[config.mk]
export PLATFORM = sky130hd
export DESIGN_NAME = bl_line_responder
export DESIGN_NICKNAME = d
export VERILOG_FILES = /design/src/rtl/bl_pkg.sv /design/src/rtl/bl_beat_seq.sv /design/src/rtl/bl_line_store.sv /design/src/rtl/bl_line_responder.sv
export SDC_FILE = /design/constraint.sdc
export NUM_CORES = 2
export LEC_CHECK = 0
export ABC_AREA = 1
export CAP_MARGIN = 5
export CORE_MARGIN = 2
export CORE_UTILIZATION = 30
export CTS_CLUSTER_SIZE = 14
export DETAILED_ROUTE_END_ITERATION = 12
export DONT_BUFFER_PORTS = 1
export GPL_TIMING_DRIVEN = 1
export SLEW_MARGIN = 25
export SYNTH_ARGS = -nofsm -noshare
export SYNTH_HDL_FRONTEND = slang
export SYNTH_HIERARCHICAL = 1
export SYNTH_SLANG_ARGS = --single-unit
[constraint.sdc]
create_clock -name clk -period 4.13 [get_ports clk]
set_clock_uncertainty 0.2 [all_clocks]
set_input_delay 0.6195 -clock clk [delete_from_list [all_inputs] [get_ports clk]]
set_output_delay 0.6195 -clock clk [all_outputs]
set_load 0.02 [all_outputs]
[src/rtl/bl_pkg.sv]
package bl_pkg;
    localparam int unsigned WORD_W = 32;
    localparam int unsigned ADDR_W = 32;
    localparam int unsigned OFF_W  = 2;
    localparam int unsigned BEATS  = 4;

    typedef enum logic [1:0] {
        XK_NORMAL   = 2'b00,
        XK_LINEMOVE = 2'b01,
        XK_ALTSPACE = 2'b10,
        XK_INTACK   = 2'b11
    } xfer_kind_e;

    typedef struct packed {
        logic [ADDR_W-1:0] addr;
        logic              wr;
        logic              burst;
    } bl_req_t;

    function automatic logic kind_serviced(input logic [1:0] k);
        xfer_kind_e e;
        e = xfer_kind_e'(k);
        return (e == XK_NORMAL) || (e == XK_LINEMOVE);
    endfunction

    function automatic logic [OFF_W-1:0] wrap_off(input logic [OFF_W-1:0] s,
                                                  input logic [OFF_W-1:0] n);
        return s + n;
    endfunction
endpackage

[src/rtl/bl_beat_seq.sv]
module bl_beat_seq
    import bl_pkg::*;
#(
    parameter int unsigned LINES = 16,
    localparam int unsigned LINE_W = $clog2(LINES),
    localparam int unsigned IDX_W  = LINE_W + OFF_W
) (
    input  logic              clk,
    input  logic              rst,
    input  logic              start_i,
    input  logic [ADDR_W-1:0] addr_i,
    input  logic [1:0]        kind_i,
    input  logic              wr_i,
    input  logic              burst_i,
    output logic              beat_o,
    output logic              we_o,
    output logic [IDX_W-1:0]  idx_o
);
    localparam logic [OFF_W-1:0] LAST_BEAT = OFF_W'(BEATS - 1);

    bl_req_t          req_q;
    logic             busy_q;
    logic [OFF_W-1:0] cnt_q;
    logic [OFF_W-1:0] last_q;
    logic             accept;

    assign accept = start_i && !busy_q && kind_serviced(kind_i);

    always_ff @(posedge clk) begin
        if (rst) begin
            req_q  <= '0;
            busy_q <= 1'b0;
            cnt_q  <= '0;
            last_q <= '0;
        end else if (accept) begin
            req_q  <= '{addr: addr_i, wr: wr_i, burst: burst_i};
            busy_q <= 1'b1;
            cnt_q  <= '0;
            last_q <= burst_i ? LAST_BEAT : '0;
        end else if (busy_q) begin
            if (cnt_q == last_q) begin
                busy_q <= 1'b0;
                cnt_q  <= '0;
            end else begin
                cnt_q <= cnt_q + 1'b1;
            end
        end
    end

    assign beat_o = busy_q;
    assign we_o   = busy_q && req_q.wr;
    assign idx_o  = {req_q.addr[LINE_W+3:4], wrap_off(req_q.addr[3:2], cnt_q)};


    accept_beat_chk: assert property (@(posedge clk) disable iff (rst)
        (start_i && !busy_q && kind_serviced(kind_i)) |=> busy_q);

    addr_held_chk: assert property (@(posedge clk) disable iff (rst)
        busy_q |-> (addr_i == req_q.addr));

    wrap_step_chk: assert property (@(posedge clk) disable iff (rst)
        (busy_q && $past(busy_q)) |-> (idx_o[OFF_W-1:0] == $past(idx_o[OFF_W-1:0]) + 1'b1));

    four_beats_chk: assert property (@(posedge clk) disable iff (rst)
        (busy_q && req_q.burst) |=> (busy_q == ($past(cnt_q) != LAST_BEAT)));

    ignored_kind_chk: assert property (@(posedge clk) disable iff (rst)
        (start_i && !busy_q && !kind_serviced(kind_i)) |=> !busy_q);

    single_beat_chk: assert property (@(posedge clk) disable iff (rst)
        (busy_q && !req_q.burst) |=> !busy_q);
endmodule

[src/rtl/bl_line_store.sv]
module bl_line_store
    import bl_pkg::*;
#(
    parameter int unsigned LINES = 16,
    localparam int unsigned LINE_W = $clog2(LINES),
    localparam int unsigned IDX_W  = LINE_W + OFF_W,
    localparam int unsigned WORDS  = LINES * BEATS
) (
    input  logic              clk,
    input  logic              rst,
    input  logic              we_i,
    input  logic [IDX_W-1:0]  idx_i,
    input  logic [WORD_W-1:0] wdata_i,
    output logic [WORD_W-1:0] rdata_o
);
    logic [WORD_W-1:0] mem_q [WORDS];

    always_ff @(posedge clk) begin
        if (rst) begin
            for (int i = 0; i < WORDS; i++) mem_q[i] <= '0;
        end else if (we_i) begin
            mem_q[idx_i] <= wdata_i;
        end
    end

    assign rdata_o = mem_q[idx_i];
endmodule

[src/rtl/bl_line_responder.sv]
module bl_line_responder
    import bl_pkg::*;
#(
    parameter int unsigned LINES = 16,
    localparam int unsigned LINE_W = $clog2(LINES),
    localparam int unsigned IDX_W  = LINE_W + OFF_W
) (
    input  logic        clk,
    input  logic        rst,
    input  logic        start_i,
    input  logic [31:0] addr_i,
    input  logic [1:0]  kind_i,
    input  logic        wr_i,
    input  logic        burst_i,
    input  logic [31:0] wdata_i,
    output logic [31:0] rdata_o,
    output logic        ack_o
);
    logic             beat;
    logic             we;
    logic [IDX_W-1:0] idx;

    bl_beat_seq #(.LINES(LINES)) u_seq (
        .clk     (clk),
        .rst     (rst),
        .start_i (start_i),
        .addr_i  (addr_i),
        .kind_i  (kind_i),
        .wr_i    (wr_i),
        .burst_i (burst_i),
        .beat_o  (beat),
        .we_o    (we),
        .idx_o   (idx)
    );

    bl_line_store #(.LINES(LINES)) u_store (
        .clk     (clk),
        .rst     (rst),
        .we_i    (we),
        .idx_i   (idx),
        .wdata_i (wdata_i),
        .rdata_o (rdata_o)
    );

    assign ack_o = beat;


    busy_start_chk: assert property (@(posedge clk) disable iff (rst)
        (ack_o && start_i && $past(!ack_o)) |=> ack_o || $past(!burst_i));
endmodule

==> metrics.md <==
| Metric | Value |
|---|---|
| Status | `finished with violations` |
| Failing checks | `setup timing` |
| Slew @ Worst Pin | `1100 ps` |
| Routed Wire Length | `342000 um` |
| Wire per inst | `22.2 um` |
| Setup Viol. Count Final | `32` |
| DRC Markers | `0` |
| Num CTS Buffers | `221` |
| Initial antenna violation count | `6` |
| I/O Buffers | `0` |
| Synth cell types | `25` |
| Post-Syn Nets | `11100` |
| Placed Instance Area | `104000 um2` |
| Max VDD drop | `0.361 mV` |
| Crit path max-delay family | `buffers and inverters` |
| Clock power share | `about two fifths` |
| Vias in the first global route | `69200` |
| DP HPWL | `195000 um` |
| Clock Tree Buf Depth | `4` |
| Area contributors post-synth | `edfxtp_1 64%, nand2_1 23%, nor2_1 8.4%` |
| Flops & latches, synth | `2059` |
| Seq pwr share | `49.0%` |
| DRT antenna net count | `0` |
| CP Capture Type | `primary output` |
| Site row count | `roughly 210` |
| GRT Resource Usage Total | `20.0%` |
| Slew Limit Fails | `0` |
| Die area | `324000 um2` |
| Met3 Use GR | `under 10%` |
| Largest net degree at the start of global routing | `between 70 and 80` |
| Post-Synthesis Cells | `11000` |
| Critical-path cell list | `ha_4, buf_12, inv_16, buf_16, buf_6, buf_16, nand2_1, nand2_1, nand2_1, nand2_1, nand2_1, nand2_1, nand2_1, buf_12, nand2_2, nor2_1, nand2_1, buf_4, buf_12` |
| Met1 usage | `around 27%` |
| WP data required | `3310 ps` |
| Final hold violations | `0` |
| Switch Pwr | `12500 uW` |
| Syn. warnings | `6` |
| I/O Pins | `between 100 and 150` |
| F_max | `0.226 GHz` |
| Final Cell Area | `approximately 110000 um2` |
| CP max stage delay | `~330 ps` |
| Htree depth | `4` |
| Clock root buffer | `clkbuf_16` |
| Crit Path Class | `reg2out` |
| Starting Density | `30.1%` |
| First-pass DRT Iterations | `6` |
| TritonCTS clock tree | `done` |
| Placed Instances | `14900` |
| Combinational power share | `11.7%` |
| GR peak layer | `met2` |
| Final Instance Count excl. Fillers | `around 15000` |
| Dominant cell type by area after synthesis | `edfxtp_1` |
| Startpoint Class | `flip-flop` |
| Total power | `48500 uW` |
| GRT Residual Overflow | `0` |
| Syn_area_per_cell | `slightly below 9 um2` |
| CP most frequent cell | `nand2_1` |
| Core Util, Final | `36.2%` |
| Final nets | `11100` |
| Core Box Area | `318000 um2` |
| Synthesized cell area | `95700 um2` |
| Initial DRC Count | `roughly 9400` |
| Hold Slack | `between 40 and 50 ps` |
| Post-route minimum period | `4430 ps` |
| Commonest non-fill, non-tap cell in the layout | `nand2_1` |
| Crit path DAT | `between 3000 and 4000 ps` |
| Grt met2 use | `31.5%` |
| Sequential element share of the synthesized area | `between 60% and 70%` |
| Switching share of power | `25.7%` |
| Sink Count | `2059` |
| CP Max Fanout | `23` |
| Worst hold path class | `in2reg` |
| Drt via density | `4.91` |
| Share of layout cells above drive strength 1 | `11.7%` |
| Slew HR | `26.4%` |
| Final period util | `107%` |
| Global-route wire length before repair | `approximately 480000 um` |
| Die width | `569 um` |
| Final setup margin | `-304 ps` |
| Pwr Density | `422 nW/um2` |
| Internal | `about 36000 uW` |
| Via count of the routed design | `75600` |
| Die height | `569 um` |
| Commonest cells after routing, fill and taps aside | `5573 x nand2_1, 2086 x nor2_1, 2048 x edfxtp_1, 300 x buf_4, 250 x nand2_2` |
| Clock Latency Late Sink | `910 ps` |
| Max-Cap Viols | `0` |
| Share of the synthesized area in the top cell type | `64.2%` |
| Unrepaired setup endpoints after global routing | `yes` |
| Reg clk slew, reported paths | `60 ps` |
| Synthesis-to-layout area growth | `20.1%` |
| Routability cong. | `between 0.9 and 1` |
| CP max stage cell | `dfxtp_2` |
| Crit path buf inv count | `8` |
| P_leak | `around 0.05 uW` |
## flip-flops by register name, summed over array words and instances, names as in the netlist
signal         count
u_seq/last_q       1
u_seq/cnt_q        2
u_seq/beat_o       1
u_seq/idx_o        4
u_store/mem_q   2048
u_seq/req_q        3
## Yosys cell counts
cell type and number:
o21ai_0 7, xor2_1 1, nand2_1 5875, a21oi_1 8
nor4_4 3, nor3_2 3, buf_6 1, inv_2 35
nand3_1 12, o211ai_1 5, nor4_2 2, nor3_1 9
nand3_2 2, buf_2 100, nor2_1 2131, nand4_1 7
dfxtp_1 11, nor4_1 1, buf_1 57, inv_1 29
clkbuf_1 664, or2_2 6, edfxtp_1 2048, ha_1 1
buf_4 4
## worst register-to-register path, cell delays in order, from the launching register on
cell	delay (ps)
dfxtp_4	370
inv_4	40
nand2_1	60
nand2_2	90
xor2_4	190
buf_12	160
buf_16	220
buf_6	200
nor4_4	920
buf_4	320
nand2_1	100
nand2_1	250
buf_4	450
## what timing repair did
item	4_1_cts	5_1_grt
setup endpoints to repair	32	83
hold endpoints to repair	41	0
cloned	44	32
pin swaps	21	64
hold buffers	21	0
buffers inserted	26	28
resized for setup	312	284
## power by group through the flow
| stage | Sequential, uW | Combinational [uW] | Clock [uW] |
|---|---|---|---|
| floorplan | 24200 | 2460 | 0 |
| global placement | 24200 | 4770 | 0 |
| detailed placement | 24200 | 4780 | 0 |
| CTS | 23800 | 5340 | 19200 |
| global route | 23800 | 6000 | 20000 |
| finish | 23800 | 5670 | 19000 |
## final timing paths
| kind | start | end | slack (ps) | cells after the start |
|---|---|---|---|---|
| max | u_seq/req_q[4]$_SDFFE_PP0P_ | rdata_o[22] | -300 | 19 |
| min | wdata_i[4] | u_store/mem_q[48][4]$_SDFFCE_PN0P_ | 40 | 3 |
| max reg2reg | u_seq/cnt_q[1]$_SDFFE_PP0P_ | u_store/mem_q[36][14]$_SDFFCE_PN0P_ | 140 | 12 |
| min reg2reg | u_seq/req_q[1]$_SDFFE_PP0P_ | u_seq/req_q[1]$_SDFFE_PP0P_ | 280 | 2 |
## cell families after synthesis
logic type                 synth area share (%)
AOI/OAI and AO/OA                         0.118
DFF                                        64.5
and+or+nand+nor                            31.7
buffers and inverters                      3.64
xor gates and xnor gates                0.00915
adders and majority gates                0.0131
## routing by layer
layer  wire (um)  vias to the layer above
li1            -                    34700
met3       32600                      686
met4       17700                        2
met5           7                        -
met1      135000                    36500
met2      157000                     3732
## layout make-up
cell class	count	area, um2
diodes	4	10.0
flip-flops and latches	2059	61700
repair inverters	3	28.8
well taps	4180	5230
fillers	31500	203000
inverters	64	324
clock inverters	106	836
clock buffers	289	5890
multi-input cells	8073	31900
repair buffers	629	9060
## metrics by stage
stage	setup TNS, ps	setup WS [ps]
2_1_floorplan	0	897
3_3_place_gp	0	265
3_5_place_dp	0	269
4_1_cts	-8470	-290
5_1_grt	-8820	-364
6_report	-6480	-304
(Power assumes the default switching activity.)
